`src/rtl/rxe_pkg.sv`:
```
package rxe_pkg;

   typedef enum logic [2:0] {
      RX_IDLE,
      RX_START,
      RX_DATA,
      RX_STOP,
      RX_WATCH
   } rx_state_e;

   // width of a counter that must hold the longest filter length (base << 3)
   function automatic int low_width(input int base);
      return $clog2((base << 3) + 1);
   endfunction

endpackage

```
`src/rtl/rxe_front.sv`:
```
module rxe_front #(
   parameter int SYNC_STAGES = 2,
   parameter int GLITCH_BASE = 2,
   parameter int LOW_W       = 5
) (
   input  logic             clk,
   input  logic             rst_n,
   input  logic             rx_in,
   input  logic [1:0]       glitch_sel,
   output logic             rx_s,
   output logic [LOW_W-1:0] glitch_len,
   output logic             edge_hit
);

   if (SYNC_STAGES < 1) begin : g_bad_sync
      $error("rxe_front: SYNC_STAGES must be at least 1");
   end
   if (GLITCH_BASE < 2) begin : g_bad_base
      $error("rxe_front: GLITCH_BASE must be at least 2");
   end
   if ((GLITCH_BASE << 3) >= (1 << LOW_W)) begin : g_bad_loww
      $error("rxe_front: LOW_W too narrow for the longest filter length");
   end

   logic [SYNC_STAGES-1:0] sync_q;
   logic [LOW_W-1:0]       low_q;
   logic [LOW_W-1:0]       len_m1;

   if (SYNC_STAGES == 1) begin : g_sync_one
      always_ff @(posedge clk or negedge rst_n) begin
         if (!rst_n) sync_q <= '1;
         else        sync_q <= rx_in;
      end
   end else begin : g_sync_chain
      always_ff @(posedge clk or negedge rst_n) begin
         if (!rst_n) sync_q <= '1;
         else        sync_q <= {sync_q[SYNC_STAGES-2:0], rx_in};
      end
   end

   assign rx_s = sync_q[SYNC_STAGES-1];

   // consecutive low clocks seen so far on the synchronized line
   always_ff @(posedge clk or negedge rst_n) begin
      if (!rst_n) begin
         low_q <= '0;
      end else if (!rx_s) begin
         if (low_q != '1) low_q <= low_q + 1'b1;
      end else begin
         low_q <= '0;
      end
   end

   assign glitch_len = LOW_W'(GLITCH_BASE) << glitch_sel;
   assign len_m1     = glitch_len - LOW_W'(1);
   assign edge_hit   = !rx_s && (low_q == len_m1);


   filter_needs_run_chk: assert property (@(posedge clk) disable iff (!rst_n)
      edge_hit |-> ($past(rx_s) == 1'b0));

endmodule

```
`src/rtl/rxe_bitgen.sv`:
```
module rxe_bitgen #(
   parameter int DIV_W = 12
) (
   input  logic             clk,
   input  logic             rst_n,
   input  logic             run,
   input  logic             load,
   input  logic [DIV_W-1:0] load_val,
   input  logic [DIV_W-1:0] div,
   output logic [DIV_W-1:0] cnt,
   output logic             tap_early,
   output logic             tap_mid,
   output logic             tap_late
);

   if (DIV_W < 4) begin : g_bad_div
      $error("rxe_bitgen: DIV_W must be at least 4");
   end

   logic [DIV_W-1:0] half;

   always_ff @(posedge clk or negedge rst_n) begin
      if (!rst_n)                  cnt <= '0;
      else if (load)               cnt <= load_val;
      else if (!run)               cnt <= '0;
      else if (cnt >= div - 1'b1)  cnt <= '0;
      else                         cnt <= cnt + 1'b1;
   end

   assign half      = div >> 1;
   assign tap_early = run && (cnt == half - 1'b1);
   assign tap_mid   = run && (cnt == half);
   assign tap_late  = run && (cnt == half + 1'b1);

endmodule

```
`src/rtl/rxe_vote.sv`:
```
module rxe_vote #(
   parameter int VOTE_SAMPLES = 3
) (
   input  logic clk,
   input  logic rst_n,
   input  logic rx_s,
   input  logic tap_early,
   input  logic tap_mid,
   input  logic tap_late,
   output logic bit_val,
   output logic bit_ready
);

   if (VOTE_SAMPLES != 1 && VOTE_SAMPLES != 3) begin : g_bad_vote
      $error("rxe_vote: VOTE_SAMPLES must be 1 or 3");
   end

   logic mid_q;

   always_ff @(posedge clk or negedge rst_n) begin
      if (!rst_n)       mid_q <= 1'b1;
      else if (tap_mid) mid_q <= rx_s;
   end

   if (VOTE_SAMPLES == 3) begin : g_maj
      logic early_q;
      always_ff @(posedge clk or negedge rst_n) begin
         if (!rst_n)         early_q <= 1'b1;
         else if (tap_early) early_q <= rx_s;
      end
      assign bit_val = (early_q & mid_q) | (early_q & rx_s) | (mid_q & rx_s);


      vote_agree_chk: assert property (@(posedge clk) disable iff (!rst_n)
         (tap_late && (early_q == mid_q)) |-> (bit_val == mid_q));
   end else begin : g_single
      assign bit_val = mid_q;
   end

   assign bit_ready = tap_late;

endmodule

```
`src/rtl/serial_rx_engine.sv`:
```
module serial_rx_engine
   import rxe_pkg::*;
#(
   parameter int DATA_BITS    = 8,
   parameter int IDLE_BITS    = 10,
   parameter int DIV_W        = 12,
   parameter int GLITCH_BASE  = 2,
   parameter int SYNC_STAGES  = 2,
   parameter int VOTE_SAMPLES = 3
) (
   input  logic                 clk,
   input  logic                 rst_n,
   input  logic                 sw_rst,
   input  logic                 rx_in,
   input  logic [1:0]           glitch_sel,
   input  logic                 idle_mode,
   input  logic [DIV_W-1:0]     baud_div,
   output logic [DATA_BITS-1:0] rx_data,
   output logic                 rx_valid,
   output logic                 idle_flag
);

   localparam int LOW_W  = low_width(GLITCH_BASE);
   localparam int IDX_W  = (DATA_BITS > 1) ? $clog2(DATA_BITS) : 1;
   localparam int ONES_W = $clog2(IDLE_BITS + 1);

   if (DATA_BITS < 1) begin : g_bad_data
      $error("serial_rx_engine: DATA_BITS must be at least 1");
   end
   if (IDLE_BITS < 1) begin : g_bad_idle
      $error("serial_rx_engine: IDLE_BITS must be at least 1");
   end
   if (DIV_W < LOW_W + 2) begin : g_bad_divw
      $error("serial_rx_engine: DIV_W too narrow for the filter length");
   end

   rx_state_e            state_q;
   logic                 rx_s;
   logic [LOW_W-1:0]     glitch_len;
   logic                 edge_hit;
   logic                 run;
   logic                 load;
   logic [DIV_W-1:0]     bit_cnt;
   logic                 tap_early, tap_mid, tap_late;
   logic                 bit_val, bit_ready;
   logic [DATA_BITS-1:0] shreg;
   logic [DATA_BITS:0]   shift_next;
   logic [IDX_W-1:0]     idx_q;
   logic [ONES_W-1:0]    ones_q;

   rxe_front #(
      .SYNC_STAGES (SYNC_STAGES),
      .GLITCH_BASE (GLITCH_BASE),
      .LOW_W       (LOW_W)
   ) u_front (
      .clk        (clk),
      .rst_n      (rst_n),
      .rx_in      (rx_in),
      .glitch_sel (glitch_sel),
      .rx_s       (rx_s),
      .glitch_len (glitch_len),
      .edge_hit   (edge_hit)
   );

   assign run  = (state_q != RX_IDLE);
   assign load = edge_hit && !sw_rst &&
                 ((state_q == RX_IDLE) || (state_q == RX_WATCH));

   rxe_bitgen #(
      .DIV_W (DIV_W)
   ) u_bitgen (
      .clk       (clk),
      .rst_n     (rst_n),
      .run       (run),
      .load      (load),
      .load_val  (DIV_W'(glitch_len)),
      .div       (baud_div),
      .cnt       (bit_cnt),
      .tap_early (tap_early),
      .tap_mid   (tap_mid),
      .tap_late  (tap_late)
   );

   rxe_vote #(
      .VOTE_SAMPLES (VOTE_SAMPLES)
   ) u_vote (
      .clk       (clk),
      .rst_n     (rst_n),
      .rx_s      (rx_s),
      .tap_early (tap_early),
      .tap_mid   (tap_mid),
      .tap_late  (tap_late),
      .bit_val   (bit_val),
      .bit_ready (bit_ready)
   );

   assign shift_next = {bit_val, shreg};

   always_ff @(posedge clk or negedge rst_n) begin
      if (!rst_n) begin
         state_q   <= RX_IDLE;
         rx_data   <= '0;
         rx_valid  <= 1'b0;
         idle_flag <= 1'b0;
         shreg     <= '0;
         idx_q     <= '0;
         ones_q    <= '0;
      end else begin
         rx_valid <= 1'b0;
         if (sw_rst) begin
            state_q   <= RX_IDLE;
            idle_flag <= 1'b0;
         end else begin
            unique case (state_q)
               RX_IDLE: begin
                  if (edge_hit) state_q <= RX_START;
               end
               RX_START: begin
                  if (bit_ready) begin
                     if (!bit_val) begin
                        state_q   <= RX_DATA;
                        idx_q     <= '0;
                        idle_flag <= 1'b0;
                     end else begin
                        state_q <= RX_IDLE;
                     end
                  end
               end
               RX_DATA: begin
                  if (bit_ready) begin
                     shreg <= shift_next[DATA_BITS:1];
                     if (idx_q == IDX_W'(DATA_BITS - 1)) state_q <= RX_STOP;
                     else                                idx_q   <= idx_q + 1'b1;
                  end
               end
               RX_STOP: begin
                  if (bit_ready) begin
                     rx_data  <= shreg;
                     rx_valid <= 1'b1;
                     ones_q   <= '0;
                     state_q  <= idle_mode ? RX_WATCH : RX_IDLE;
                  end
               end
               RX_WATCH: begin
                  if (edge_hit) begin
                     state_q <= RX_START;
                  end else if (bit_ready) begin
                     if (!bit_val) begin
                        ones_q <= '0;
                     end else if (ones_q == ONES_W'(IDLE_BITS - 1)) begin
                        idle_flag <= 1'b1;
                        state_q   <= RX_IDLE;
                     end else begin
                        ones_q <= ones_q + 1'b1;
                     end
                  end
               end
               default: state_q <= RX_IDLE;
            endcase
         end
      end
   end


   valid_single_chk: assert property (@(posedge clk) disable iff (!rst_n)
      rx_valid |=> !rx_valid);


   valid_after_stop_chk: assert property (@(posedge clk) disable iff (!rst_n)
      rx_valid |-> ($past(state_q) == RX_STOP));


   timer_parked_chk: assert property (@(posedge clk) disable iff (!rst_n)
      ((state_q == RX_IDLE) && ($past(state_q) == RX_IDLE)) |-> (bit_cnt == '0));


   flag_from_watch_chk: assert property (@(posedge clk) disable iff (!rst_n)
      $rose(idle_flag) |-> ($past(state_q) == RX_WATCH));


   flag_clear_cause_chk: assert property (@(posedge clk) disable iff (!rst_n)
      $fell(idle_flag) |-> ($past(sw_rst) || ($past(state_q) == RX_START)));


   soft_reset_chk: assert property (@(posedge clk) disable iff (!rst_n)
      sw_rst |=> ((state_q == RX_IDLE) && !idle_flag && !rx_valid));

endmodule

```
`config.mk`:
```
export PLATFORM = sky130hd
export DESIGN_NAME = serial_rx_engine
export DESIGN_NICKNAME = d
export VERILOG_FILES = /design/src/rtl/rxe_pkg.sv /design/src/rtl/rxe_front.sv /design/src/rtl/rxe_bitgen.sv /design/src/rtl/rxe_vote.sv /design/src/rtl/serial_rx_engine.sv
export SDC_FILE = /design/constraint.sdc
export NUM_CORES = 1
export LEC_CHECK = 0
export ABC_AREA = 1
export CAP_MARGIN = 20
export CORE_UTILIZATION = 55
export DETAILED_ROUTE_END_ITERATION = 8
export GPL_TIMING_DRIVEN = 0
export PLACE_DENSITY = 0.76
export SETUP_SLACK_MARGIN = 0.1
export SLEW_MARGIN = 40
export SYNTH_ARGS = -nofsm -noshare
export SYNTH_HDL_FRONTEND = slang
export SYNTH_SLANG_ARGS = --single-unit
```
`constraint.sdc`:
```
create_clock -name clk -period 4 [get_ports clk]
set_input_delay 1 -clock clk [delete_from_list [all_inputs] [get_ports clk]]
set_output_delay 1 -clock clk [all_outputs]
set_load 0.05 [all_outputs]
```
==> out/qor.csv <==
metric;value;unit
slew_viol_final;0;
hold_path.class;reg -> reg;
routed_via_density;5.16;
drt-total-wl;8420;um
reg2regPathDepth;13;
antenna_found_initial;0;
ant_nets;0;
initial_utilization;57.1;%
worstHoldPathCells;0;
irDropWorstVdd;0.000259;V
finClkSkew;0.0158;ns
path_max_fanout;10;
grt_pass1_vias;3273;
p_leak;2.14;nW
fmax;273;MHz
dr.pass1.iters;5;
maxCapViolations;0;
multi_input_area;0.00229;mm2
synth_cell_types;40;
nFillCells;606;
io_buffers;24;
power;0.00124;W
worstSkewPairLatency;0.31;ns
drive_gt1_share;15.5;%
hold_slack;0.355;ns
p_per_area;284;mW/mm2
clk_pin_slew;0.09;ns
die_w;86.0;um
end_kind;register;
core;0.00679;mm2
cts_sinks;49;
crit_start;baud_div[2];
postSynthCellCount;527;
synth_top_area_cell;dfrtp_1;
setup_viol;0;
antennaDiodeCount;0;
vias;3382;
synth_area;0.00388;mm2
tightest_slew;0.572;ns
die_y;86.0;um
rsz0062_at_grt;no;
min_to;u_front.sync_q[1];
htree_levels;2;
postCtsSetupBuffers;0;
wire_per_inst;12.8;um
fin_crit_sh;91.7;%
reg2reg_slack;2.04;ns
gp_congestion;0.955;
synth_nets;569;
sequential_cell_area;0.00123;mm2
clockRootBuffer;clkbuf_8;
drc;0;
ys_seq_area_share;31.7;%
min_period;3.67;ns
gr-total-overflow;0;
min-delay-start;u_front.sync_q[0];
die_area;0.00740;mm2
worstSetupPathType;in -> reg;
ios;29;
outcome;finished, final reports clean;
area_delta_synth_final;12.5;%
r2r_start;u_bitgen.cnt[10];
ys_ff_latch;49;
syn_area_per_cell;7.36;um2
synth_edf_count;0;
clk_path_buf_depth;2;
synth_ff_type;dfrtp_1;
synth_most_common_cell;nand2_1;
placementRows;30;
nets;601;
numCtsBuffers;5;
synth_common_cells;133 x nand2_1, 66 x inv_1, 47 x nor2_1, 45 x dfrtp_1, 36 x nand3_1;
netlist_top_cells_area;dfrtp_1 29%, nand2_1 13%, ha_1 7.4%, inv_1 6.4%, xor2_1 5.9%;
worstPathRequired;4.20;ns
grt_first_pass_wirelength;14600;um
drt-initial-drc-count;196;
synth_top_area_share;29.0;%
grt_max_degree;45;
yosys_warnings;0;
dpl.hpwl;6700;um
r2r-end;rx_data[5];
critical_path.startpoint_type;input port;
hold_viol;0;
cts_tree;built;
track_usage;24.7;%
async_flop_share;100;%
slew-limit-headroom;61.5;%
arrival;3.86;ns
report_power, final:
part,internal [W],total (W),switching [W]
clock network,0.000125,0.000294,0.000169
registers,0.000521,0.000559,0.0000382
logic,0.000129,0.000387,0.000258
total,0.000775,0.00124,0.000465
metal layers:
| layer | vias up | share of wire (%) | wire [um] | global-route usage, % |
|---|---|---|---|---|
| met4 | 0 | 0.94 | 79 | 6.06 |
| met3 | 10 | 3.3 | 280 | 3.18 |
| met1 | 1547 | 49 | 4110 | 35.3 |
| met5 | - | 0 | 0 | 0 |
| met2 | 75 | 47 | 3950 | 40.0 |
| li1 | 1750 | - | - | - |
registers in the layout, indices dropped and copies added (netlist names):
| signal | count |
|---|---|
| idle_flag | 1 |
| idx_q | 3 |
| ones_q | 4 |
| rx_data | 8 |
| rx_valid | 1 |
| shreg | 8 |
| state_q | 3 |
| u_bitgen.cnt | 12 |
| u_front.low_q | 5 |
| u_front.sync_q | 2 |
| u_vote.g_maj.early_q | 1 |
| u_vote.mid_q | 1 |
worst max path at each step:
stage / end / slack, ns / cells after the start
finish: u_bitgen.cnt[6] / 0.33 / 16
global route: u_bitgen.cnt[6] / 0.07 / 16
CTS: u_bitgen.cnt[6] / 0.21 / 15
detailed placement: u_bitgen.cnt[1] / -0.1 / 15
global placement: u_bitgen.cnt[1] / -0.06 / 15
floorplan: u_bitgen.cnt[1] / 0.86 / 15
through the flow:
| step | area [um2] | worst slack [ns] | TNS, ns | std cells | utilization, % |
|---|---|---|---|---|---|
| detailed placement | 4270 | -0.0963 | -0.486 | 648 | 62.8 |
| finish | 4370 | 0.333 | 0 | 656 | 64.3 |
| global route | 4370 | 0.0731 | 0 | 656 | 64.3 |
| CTS | 4350 | 0.213 | 0 | 656 | 64.1 |
| global placement | 4240 | -0.0611 | -0.158 | 647 | 62.4 |
| floorplan | 3880 | 0.857 | 0 | 527 | - |
final cells by class:
type / instances / share of cell area [%]
Sequential cell: 49 / 28.2
Multi-Input combinational cell: 392 / 52.5
Tap cell: 96 / 2.75
Clock buffer: 6 / 1.66
Buffer: 9 / 1.83
Clock inverter: 2 / 0.315
Timing Repair Buffer: 25 / 6.13
Inverter: 77 / 6.62
cell usage in the layout, fill, tap and decap left out, drive strengths merged, types with 2 or more instances in the layout:
| master | instances |
|---|---|
| o22ai | 2 |
| xor2 | 26 |
| dfstp | 4 |
| nand3 | 39 |
| clkbuf | 6 |
| nor3 | 18 |
| nor4 | 3 |
| buf | 11 |
| ha | 23 |
| nand2 | 151 |
| inv | 77 |
| clkinv | 2 |
| nor2 | 57 |
| o21ai | 33 |
| a21oi | 15 |
| xnor2 | 6 |
| clkdlybuf4s50 | 22 |
| nand4 | 11 |
| o32ai | 2 |
| dfrtp | 45 |
cells by family (layout without fill, tap and decap cells):
family | after synthesis | count (layout) | synth area share [%]
AO/OA/AOI/OAI | 54 | 54 | 8.90
buffers and inverters | 86 | 119 | 9.41
XOR/XNOR | 32 | 32 | 7.22
AND/OR/NAND/NOR | 283 | 283 | 35.3
adder cells (fa/ha/maj) | 23 | 23 | 7.41
flip-flops | 49 | 49 | 31.7
critical path: stages:
cell and delay [ns]:
clkdlybuf4s50_1 0.50, buf_4 0.17, inv_1 0.07, ha_1 0.18
nand2_1 0.08, nand2_1 0.14, nor3_2 0.24, xor2_1 0.19
inv_1 0.06, ha_1 0.28, a21oi_1 0.14, o21ai_0 0.10
a21oi_1 0.13, nand3_1 0.16, buf_4 0.21, nor4_1 0.23
what timing repair did:
| action | in CTS | in global routing |
|---|---|---|
| endpoints found under the setup margin | 0 | 10 |
| gates resized for setup | 0 | 8 |
| hold buffers | 0 | 0 |
(Power assumes the default switching activity.)
